## config.mk

```make
export PLATFORM = sky130hd
export DESIGN_NAME = shfetch_seq
export DESIGN_NICKNAME = d
export VERILOG_FILES = /design/src/rtl/shfetch_pkg.sv /design/src/rtl/shfetch_lfsr.sv /design/src/rtl/shfetch_plan.sv /design/src/rtl/shfetch_capture.sv /design/src/rtl/shfetch_seq.sv
export SDC_FILE = /design/constraint.sdc
export NUM_CORES = 1
export LEC_CHECK = 0
export BUFFER_PORTS_ARGS = -buffer_cell sky130_fd_sc_hd__buf_4
export CELL_PAD_IN_SITES_DETAIL_PLACEMENT = 1
export CELL_PAD_IN_SITES_GLOBAL_PLACEMENT = 1
export CORE_MARGIN = 1.5
export CORE_UTILIZATION = 39
export CTS_CLUSTER_DIAMETER = 100
export DETAILED_ROUTE_END_ITERATION = 7
export PLACE_DENSITY_LB_ADDON = 0.1
export SKIP_CTS_REPAIR_TIMING = 1
export SLEW_MARGIN = 20
export SYNTH_ARGS = -nofsm -noshare
export SYNTH_HDL_FRONTEND = slang
export SYNTH_SLANG_ARGS = --single-unit
export TNS_END_PERCENT = 100
```

## constraint.sdc

```tcl
create_clock -name clk -period 1.4 [get_ports clk]
set_input_delay 0.14 -clock clk [delete_from_list [all_inputs] [get_ports clk]]
set_output_delay 0.14 -clock clk [all_outputs]
set_load 0.02 [all_outputs]
```

## src/rtl/shfetch_pkg.sv

```systemverilog
package shfetch_pkg;
  typedef enum logic [1:0] {
    PH_A0 = 2'd0,
    PH_A1 = 2'd1,
    PH_B0 = 2'd2,
    PH_B1 = 2'd3
  } phase_e;
endpackage

```

## src/rtl/shfetch_lfsr.sv

```systemverilog
module shfetch_lfsr #(
  parameter int          W    = 16,
  parameter logic [15:0] TAPS = 16'hB400,
  parameter logic [15:0] SEED = 16'hACE1
) (
  input  logic         clk,
  input  logic         rst,
  input  logic         step_i,
  output logic [W-1:0] next_o
);
  logic [W-1:0] state_q;

  // Galois right shift: bit 0 leaves and is folded back in through the taps.
  for (genvar i = 0; i < W; i++) begin : g_bit
    if (i == W-1) begin : g_top
      assign next_o[i] = TAPS[i] & state_q[0];
    end else begin : g_mid
      assign next_o[i] = state_q[i+1] ^ (TAPS[i] & state_q[0]);
    end
  end

  always_ff @(posedge clk) begin
    if (rst)         state_q <= SEED[W-1:0];
    else if (step_i) state_q <= next_o;
  end
endmodule

```

## src/rtl/shfetch_plan.sv

```systemverilog
module shfetch_plan #(
  parameter int ADDR_W = 15
) (
  input  logic              req_i,
  input  logic [ADDR_W-1:0] addr_i,
  input  logic              obf_i,
  input  logic              order_i,
  input  logic [ADDR_W-1:0] dummy_i,
  output logic              active_o,
  output logic              real2_o,
  output logic [ADDR_W-1:0] slot0_o,
  output logic [ADDR_W-1:0] slot1_o
);
  always_comb begin
    if (obf_i) begin
      active_o = 1'b1;
      if (req_i) begin
        real2_o = order_i;
        slot0_o = order_i ? dummy_i : addr_i;
        slot1_o = order_i ? addr_i : dummy_i;
      end else begin
        real2_o = 1'b0;
        slot0_o = dummy_i;
        slot1_o = ~dummy_i;
      end
    end else begin
      active_o = req_i;
      real2_o  = 1'b1;
      slot0_o  = req_i ? addr_i : '0;
      slot1_o  = req_i ? addr_i : '0;
    end
  end
endmodule

```

## src/rtl/shfetch_capture.sv

```systemverilog
module shfetch_capture #(
  parameter int DATA_W = 8
) (
  input  logic                clk,
  input  logic                rst,
  input  shfetch_pkg::phase_e phase_i,
  input  logic                req_i,
  input  logic                real2_i,
  input  logic [DATA_W-1:0]   rdata_i,
  output logic                valid_o,
  output logic [DATA_W-1:0]   data_o
);
  import shfetch_pkg::*;
  logic [DATA_W-1:0] hold_q;

  always_ff @(posedge clk) begin
    if (rst) begin
      hold_q  <= '0;
      valid_o <= 1'b0;
      data_o  <= '0;
    end else begin
      valid_o <= 1'b0;
      if (phase_i == PH_A1 && !real2_i) hold_q <= rdata_i;
      if (phase_i == PH_B1 && req_i) begin
        valid_o <= 1'b1;
        data_o  <= real2_i ? rdata_i : hold_q;
      end
    end
  end
endmodule

```

## src/rtl/shfetch_seq.sv

```systemverilog
module shfetch_seq #(
  parameter int          ADDR_W    = 15,
  parameter int          DATA_W    = 8,
  parameter int          LFSR_W    = 16,
  parameter logic [15:0] LFSR_TAPS = 16'hB400,
  parameter logic [15:0] LFSR_SEED = 16'hACE1
) (
  input  logic              clk,
  input  logic              rst,
  input  logic              fetch_req_i,
  input  logic [ADDR_W-1:0] fetch_addr_i,
  input  logic              dummy_always_i,
  input  logic              crypt_en_i,
  output logic              fetch_ack_o,
  output logic              fetch_valid_o,
  output logic [DATA_W-1:0] fetch_data_o,
  output logic              bus_ale_o,
  output logic              bus_ce_o,
  output logic [ADDR_W-1:0] bus_addr_o,
  input  logic [DATA_W-1:0] bus_rdata_i
);
  import shfetch_pkg::*;

  localparam int DUMMY_HI = ADDR_W;

  phase_e            phase_q;
  logic              latch;
  logic [LFSR_W-1:0] lfsr_nx;
  logic              obf;
  logic              p_active, p_real2;
  logic [ADDR_W-1:0] p_slot0, p_slot1;
  logic [ADDR_W-1:0] slot1_q;
  logic              active_q, req_q, real2_q;

  assign latch = (phase_q == PH_B1);
  assign obf   = dummy_always_i | crypt_en_i;

  shfetch_lfsr #(.W(LFSR_W), .TAPS(LFSR_TAPS), .SEED(LFSR_SEED)) u_lfsr (
    .clk(clk), .rst(rst), .step_i(latch), .next_o(lfsr_nx)
  );

  shfetch_plan #(.ADDR_W(ADDR_W)) u_plan (
    .req_i(fetch_req_i), .addr_i(fetch_addr_i), .obf_i(obf),
    .order_i(lfsr_nx[0]), .dummy_i(lfsr_nx[DUMMY_HI:1]),
    .active_o(p_active), .real2_o(p_real2),
    .slot0_o(p_slot0), .slot1_o(p_slot1)
  );

  always_ff @(posedge clk) begin
    if (rst) begin
      phase_q     <= PH_B0;
      fetch_ack_o <= 1'b0;
      bus_ale_o   <= 1'b0;
      bus_ce_o    <= 1'b0;
      bus_addr_o  <= '0;
      slot1_q     <= '0;
      active_q    <= 1'b0;
      req_q       <= 1'b0;
      real2_q     <= 1'b0;
    end else begin
      fetch_ack_o <= (phase_q == PH_B0);
      case (phase_q)
        PH_B1: begin
          phase_q    <= PH_A0;
          req_q      <= fetch_req_i;
          real2_q    <= p_real2;
          active_q   <= p_active;
          slot1_q    <= p_slot1;
          bus_ce_o   <= p_active;
          bus_ale_o  <= p_active;
          bus_addr_o <= p_slot0;
        end
        PH_A0: begin
          phase_q   <= PH_A1;
          bus_ale_o <= 1'b0;
        end
        PH_A1: begin
          phase_q    <= PH_B0;
          bus_ale_o  <= active_q;
          bus_addr_o <= slot1_q;
        end
        default: begin
          phase_q   <= PH_B1;
          bus_ale_o <= 1'b0;
        end
      endcase
    end
  end

  shfetch_capture #(.DATA_W(DATA_W)) u_cap (
    .clk(clk), .rst(rst), .phase_i(phase_q), .req_i(req_q),
    .real2_i(real2_q), .rdata_i(bus_rdata_i),
    .valid_o(fetch_valid_o), .data_o(fetch_data_o)
  );
endmodule

```

# Word level (Yosys, flattened, before mapping)
# Index checks and enable logic that the tools add are counted.
# W data, S select, Z words.
# op_classes
eq_ne	3
bitwise_logic	5
order_cmp	0
n_mux	15
div_mod_pow	0
n_shift	0
n_reduce_logical	5
multipliers	0
add_sub_neg	0
# ops
cell	n
$mux W15	7
$pmux W15 S2	1
$not A15 Y15	1
$mux W8	1
$pmux W2 S3	1
$eq A2 B2 Y1 const B	2
$mux W1	4
$xor A1 B1 Y1	3
$eq A2 B1 Y1 const B	1
$logic_and A1 B1 Y1	2
$logic_not A2 Y1	1
$pmux W1 S2	1
$reduce_bool A2 Y1	1
$logic_not A1 Y1	1
$or A1 B1 Y1	1
# word_totals
ram_bits	0
reg_bits	70
input_bits	28
n_memories	0
mem_bits_ro	0
latchBits	0

# Logic depth before layout (Yosys ltp)
# Gate-level depths: netlist of run 1.
# depth
ltp_word	5
ltp_mapped	7
mapped_depth_nobuf	5

# Hierarchy
# From an unflattened synthesis of run 1, not the netlist that was laid out.
# hier_totals
hier_cells	372
hier_area_um2	3677.3
# modules_own_cells
module	cells_each	seq_area_each_um2	instances	area_each_um2
shfetch_seq	144	740.7	1	1536.5
shfetch_capture	76	340.3	1	864.6
shfetch_lfsr	72	320.3	1	738.2
shfetch_plan	80	0.0	1	538.0

# Worst setup path before layout of run 1
# No wires, ideal clock.
# synth_timing
kind	register -> register
startpoint	register phase_q[1]
endpoint	register bus_addr_o[10]
path_stages_with_launch	7
n_path_buf	2
path_slack_ns	-0.088
arrival_time_ns	1.333
period_less_slack_ns	1.488
setup_time_ns	0.155
path_cell_list	dfxtp_1 > inv_1 > ha_1 > buf_2 > nor2b_1 > clkbuf_1 > a311oi_2
# synth_between
elab_chain_len	2
word_cells_on_any_way	4
# synth_lines
item	line	source
start: declaration	shfetch_seq.sv:26	phase_e phase_q;
start signal: assignment	shfetch_seq.sv:51	phase_q <= PH_B0;
start signal: assignment	shfetch_seq.sv:64	phase_q <= PH_A0;
start signal: assignment	shfetch_seq.sv:74	phase_q <= PH_A1;
$eq A2 B1 Y1 / $eq A2 B2 Y1 (equally long branches)	shfetch_seq.sv:62	case (phase_q)
$pmux W15 S2 / $reduce_bool A2 Y1 (equally long branches)	--	
end signal: assignment	shfetch_seq.sv:71	bus_addr_o <= p_slot0;
end signal: assignment	shfetch_seq.sv:80	bus_addr_o <= slot1_q;
end: declaration	shfetch_seq.sv:19	output logic [ADDR_W-1:0] bus_addr_o,
# Several ways; a longest one is shown, not always the timed one.
# A chain may end at the register's enable or synchronous reset.

# Final worst setup path of run 1
# layout_timing
startpoint	register phase_q[1]
endpoint	register bus_addr_o[8]
# The elaborated chain is that of the path after synthesis.

==> results of run 1 <==
-- routing by layer --
layer | wire [um] | share of wire | vias to the layer above
met4 | 167 | 0.018 | 0
met1 | 4380 | 0.46 | 1489
met5 | 0 | 0 | -
met2 | 4670 | 0.49 | 42
li1 | - | - | 1509
met3 | 264 | 0.028 | 12
-- synth_stat cells (3+ instances only) --
cell type	instances
dfxtp_1	70
a21oi_1	19
o21ai_0	4
mux2i_1	45
buf_4	4
nor3_1	4
buf_2	18
nor2_1	70
a211oi_1	15
a211o_1	8
nand2_1	33
mux2_1	8
nand3_1	4
a311oi_1	14
mux2_2	4
nor2b_1	15
a311oi_2	8
a32oi_1	3
inv_1	4
ha_1	4
clkbuf_1	14
-- state kept, by name, indices dropped and copies added, names as in the netlist, 2 cells and up --
| register | flops |
|---|---|
| u_cap.data_o | 8 |
| slot1_q | 15 |
| u_cap.hold_q | 8 |
| bus_addr_o | 15 |
| phase_q | 2 |
| u_lfsr.state_q | 16 |
-- where the power goes --
part / switching [W] / leakage, nW / internal [W] / total [W]
clock: 0.000805 / 0.126 / 0.00123 / 0.00203
sequential: 0.000332 / 0.575 / 0.00243 / 0.00277
combinational: 0.00153 / 1.16 / 0.00145 / 0.00297
total: 0.00266 / 1.86 / 0.00511 / 0.00778
-- worst register-to-register path: cells and delay by family (launching register included) --
kind | cells | cell delay, ps
DFF | 1 | 380
buffers and inverters | 2 | 380
and+or+nand+nor | 1 | 220
adders and majority gates | 1 | 200
AOI/OAI and AO/OA | 1 | 100
-- through the flow --
step / worst slack (ps) / total power [W] / hold slack (ps)
2_1_floorplan: 6.53 / 0.00459 / 287
3_3_place_gp: -19.2 / 0.00554 / 386
3_5_place_dp: -115 / 0.00564 / 398
4_1_cts: -114 / 0.00770 / 23.0
5_1_grt: -56.0 / 0.00828 / 39.2
6_report: 5.93 / 0.00778 / 36.5
-- cell type report --
class,instances,area share
multi-input cells,280,0.434
flip-flops and latches,70,0.309
repair buffers,90,0.170
clock buffers,10,0.0302
well taps,108,0.0296
clock inverters,6,0.0239
inverters,4,0.00329
-- cells by family after synthesis --
logic type                 share of synthesized area
and+or+nand+nor                                0.170
xor gates and xnor gates                     0.00747
muxes                                          0.167
AOI/OAI and AO/OA                              0.187
buffers and inverters                         0.0566
DFF                                            0.399
adders and majority gates                     0.0142
-- final timing paths --
check                                              from  cells after the start                           end
worst min register to register  slot1_q[1]$_SDFFE_PP0N_                      2    bus_addr_o[1]$_SDFFE_PP0P_
worst max-delay path              phase_q[1]$_SDFF_PP1_                      5    bus_addr_o[8]$_SDFFE_PP0P_
worst max register to register    phase_q[1]$_SDFF_PP1_                      5    bus_addr_o[8]$_SDFFE_PP0P_
worst min-delay path                     bus_rdata_i[0]                      3  u_cap.hold_q[0]$_SDFFE_PP0P_
==> results.md, run 1 <==
- Status: completed
- Final instance area: 4560 um^2
- GR peak layer: met2
- Placed insts: 550
- FMAX: around 700 MHz
- Post-layout net count: between 400 and 500
- Kind of critical path: reg -> reg
- Area Growth Syn to Fin: 29.7%
- Placeable Area: 8720 um^2
- Wire per inst: about 17 um
- Final setup TNS: 0 ps
- Unrepaired setup endpoints after global routing: true
- Most common cell after layout, fill and taps aside: buf_4
- Post-DRT Antenna Nets: 0
- CTS H-tree lvls: 3
- Met3 Resource Use GR: 0.0401
- Post-synthesis average cell area: between 8 and 9 um^2
- Cell taking the most area after synthesis: dfxtp_1
- Vias in the first global route: approximately 3.2k
- Ys async rst share: 0
- Max-slew headroom at the worst pin: 0.778
- DR iter-0 viols: 90
- DRC: 0
- Ys flop type: dfxtp_1
- Total CTS buffers: 9
- Vias: just over 3k
- VDD IR max: about 720 uV
- Fillers: about 1.0k
- Post-synthesis instance area: around 3500 um^2
- Share of layout cells above drive strength 1: 0.291
- Clock Pin Slew Worst Setup and Hold Paths: ~80 ps
- Setup violations, final: 0
- Initial antenna violation count: 0
- # clock sinks: 70
- Main area contributors after synthesis: dfxtp_1, mux2i_1, nor2_1, nand2_1, a311oi_1
- Post-synth EDFFs: 0
- Ant. Diodes: 0
- TritonCTS clock tree: yes
- Die Wd: a little under 100 um
- Starting Density: 0.403
- Post-synth top area share: 0.399
- Layout Utilization: 0.523
- Largest net degree at the start of global routing: 35
- Most frequent cells in the layout: buf_4, nor2_1, dfxtp_1
- Reg2reg setup slack: approximately 5.9 ps
- Syn Inst Count: 391
- Power per cell area: 1710 nW/um^2
- Row Count: 34
- FF+latch count, synth: 70
- Max-Cap Viols: 0
- Worst-path maximum fanout: 8
- Reg area: 1410 um^2
- GR Layer Usage met1: 0.248
- Cell Count, Final, Fillers Out: 568
- Clock Latency Late Sink: 350 ps
- Fin crit share: 0.996
- Die area: 9590 um^2
- First-pass GRT wire length: about 16,000 um
- Yosys cell types: 37
- HP Class: in -> reg
- CP Launch Type: flop
- WP data arrival: about 1600 ps
- Final GP Congestion: 0.807
- CP Buf/Inv Count: 2
- CP delay by family, top: flip-flops
- Grt total ovfl: 0
- Drt pass-1 iters: 4
- Clock root buffer: clkbuf_8
- HPWL Detailed: ~6400 um
- Seq/Total Area, Yosys: 0.399
- Routed WL: between 9000 and 10,000 um
- CP max stage delay: about 380 ps
- Multi-input gate area: roughly 2000 um^2
- Slowest CP cell: dfxtp_4
- Critical Path End Type: flop
- Critical path data required time: between 1500 and 2000 ps
- Syn_nets: 423
- Via/cell ratio: approximately 5.4
- Leak: approximately 1.9 nW
- Final-report hold violation count: 0
- CTS Buffer Depth: 2
- Worst Tran Pin Value: between 300 and 400 ps
- # port buffers: 54
- Met2 Usage GRT: 0.342
- CP cell instances: ha_4 -> clkbuf_2 -> nor2b_1 -> buf_6 -> a311oi_2
- Clk_skew: 6.38 ps
- Chip height: just under 100 um
- Yosys Warn Count: 0
- Max Slew Vio Count: 0
- All-Layer GR Usage: 0.202
- Io pins: 55
- Crit path time final: ~1400 ps
- Placed Area: between 4000 and 5000 um^2
Note: power is estimated with default switching activity, not from simulation.
==> run 2, diff against run 1 <==
RECOVER_POWER = 25   (was default)
==> run 2 against run 1 <==
  * Worst setup slack better by 5.2 ps
  * Worst hold slack got worse by 1.3 ps
  * Utilization is 0.86 points lower
  * Cell count unchanged
  * Global-route usage stayed put
  * Sequential share of layout area rose by 0.52 points
  * First-iteration DRC count is 7.8% higher
  * Largest cell class unchanged
  * Register-to-register slack about the same
  * Combinational power decreased by 3%
==> results.md, run 2 (same netlist as run 1, synthesis figures left out) <==
- Worst-path maximum fanout: 8 (unchanged)
- CTS Buffer Depth: 2 (unchanged)
- Clock Pin Slew Worst Setup and Hold Paths: 80 ps (about the same)
- CTS H-tree lvls: 3 (unchanged)
- Leak: 1.78 nW (-4.4%)
- Max-slew headroom at the worst pin: 0.778 (about the same)
- Final worst slack: 11.1 ps (+5.20 ps)
- Grt total ovfl: 0 (unchanged)
- Die area: 9590 um^2 (unchanged)
- Fin crit share: 0.992 (-0.00371)
- Clock power frac: 0.265 (+0.003)
- All-Layer GR Usage: 0.202 (unchanged)
- Post-Place Setup Slack: -115 ps (unchanged)
- Post-DRT Antenna Nets: 0 (unchanged)
- Final GP Congestion: 0.807 (unchanged)
- # clock sinks: 70 (unchanged)
- CP cell instances: ha_4 -> clkbuf_2 -> nor2b_1 -> buf_6 -> a311oi_2
- Power per cell area: 1710 nW/um^2 (+0.33%)
- Cell internal pwr: 0.00501 W (-1.9%)
- Critical path data required time: 1620 ps (about the same)
- Most common cell after layout, fill and taps aside: nor2_1
- Critical Path End Type: flop
- Hold_ws: 35.2 ps (-1.26 ps)
- Placeable Area: 8720 um^2 (unchanged)
- Starting Density: 0.403 (unchanged)
- Placed Area: 4220 um^2 (unchanged)
- Kind of critical path: reg -> reg
- Ant. Diodes: 0 (unchanged)
- Final instance area: 4480 um^2 (-1.6%)
- Slowest CP cell: dfxtp_4
- HP Class: in -> reg
- FMAX: 720 MHz (+0.37%)
- Post-layout net count: 487 (unchanged)
- Row Count: 34 (unchanged)
- First-pass GRT wire length: 15,600 um (unchanged)
- Seq pwr share: 0.360 (+0.004)
- Die Wd: 97.9 um (unchanged)
- Max Slew Vio Count: 0 (unchanged)
- Logic pwr share: 0.374 (-0.009)
- Largest net degree at the start of global routing: 35 (unchanged)
- Fillers: 1,043 (+0.68%)
- Chip height: 97.9 um (unchanged)
- Clock root buffer: clkbuf_8
- DR iter-0 viols: 97 (+7.8%)
- DRC: 0 (unchanged)
- Clk_skew: 7.05 ps (+0.665 ps)
- CP max stage delay: 380 ps (about the same)
- TritonCTS clock tree: yes
- Io pins: 55 (unchanged)
- Vias: 3,066 (+0.46%)
- Biggest regs: u_lfsr.state_q: 16 flops, bus_addr_o: 15 flops, slot1_q: 15 flops
- Sw Share: 0.346 (+0.00396)
- Initial antenna violation count: 0 (unchanged)
- Worst Tran Pin Value: 330 ps (+0.533 ps)
- Layout Utilization: 0.514 (-0.00861)
- Unrepaired setup endpoints after global routing: true
- Sw power: 0.00266 W (-0.18%)
- Clock Latency Late Sink: 350 ps (about the same)
- WP data arrival: 1610 ps (about the same)
- Via/cell ratio: 5.40 (+0.46%)
- Reg2reg setup slack: 10 ps (about the same)
- Final-report hold violation count: 0 (unchanged)
- Vias in the first global route: 3,208 (unchanged)
- Most frequent cells in the layout: nor2_1, dfxtp_1, buf_4
- Setup violations, final: 0 (unchanged)
- Max reg flops: 16 (unchanged)
- VDD IR max: 712 uV (-1.5%)
- Max-Cap Viols: 0 (unchanged)
- Routed WL: 9450 um (-0.31%)
- Largest Register: u_lfsr.state_q
- # port buffers: 54 (unchanged)
- Drt pass-1 iters: 4 (unchanged)
- Total CTS buffers: 9 (unchanged)
- Share of layout cells above drive strength 1: 0.248 (-0.0435)
- CP Launch Type: flop
- Status: completed
- Wire per inst: 16.6 um (-0.31%)
- Crit path time final: 1390 ps (-5.20 ps)
- HPWL Detailed: 6370 um (unchanged)
- Area Growth Syn to Fin: 27.5%
-- run 2: critical path, delay by kind of cell (launching register included) --
kind / cells / cell delay [ps]
simple gates: 1 / 210
flops: 1 / 380
buf+inv: 2 / 370
fa+ha+maj: 1 / 200
compound gates: 1 / 100
-- run 2: per-stage QoR --
stage	std cells	TNS, ps	power (W)
3_5_place_dp	550	-1610	0.00564
5_1_grt	568	-397	0.00817
3_3_place_gp	550	-78.2	0.00554
4_1_cts	566	-1920	0.00770
2_1_floorplan	391	0	0.00459
6_report	568	0	0.00767
-- run 2: final timing paths --
kind,startpoint,to,cells after the start
worst max register to register,phase_q[1]$_SDFF_PP1_,bus_addr_o[8]$_SDFFE_PP0P_,5
worst min register to register,slot1_q[1]$_SDFFE_PP0N_,bus_addr_o[1]$_SDFFE_PP0P_,2
worst min-delay path,bus_rdata_i[0],u_cap.hold_q[0]$_SDFFE_PP0P_,3
worst max-delay path,phase_q[1]$_SDFF_PP1_,bus_addr_o[8]$_SDFFE_PP0P_,5
-- run 2: power by group through the flow --
stage	clock network, W	logic, W	registers [W]
after detailed placement	0	0.00288	0.00277
final	0.00204	0.00287	0.00276
after floorplan	0	0.00171	0.00287
after global routing	0.00217	0.00318	0.00282
after global placement	0	0.00279	0.00275
after CTS	0.00207	0.00290	0.00273
-- run 2: routing by layer --
layer / GRT usage / vias to the layer above / wire length [um]
li1: - / 1506 / -
met5: 0 / - / 0
met3: 0.0401 / 18 / 279
met4: 0.0868 / 0 / 229
met2: 0.342 / 54 / 4620
met1: 0.248 / 1488 / 4320
-- run 2: area by class of cell --
| class | count | area, um^2 | area share |
|---|---|---|---|
| repair buffers | 90 | 701 | 0.156 |
| inverters | 4 | 15.0 | 0.00335 |
| well taps | 108 | 135 | 0.0301 |
| clock inverters | 6 | 109 | 0.0243 |
| clock buffers | 10 | 138 | 0.0307 |
| flip-flops and latches | 70 | 1410 | 0.314 |
| multi-input cells | 280 | 1980 | 0.441 |
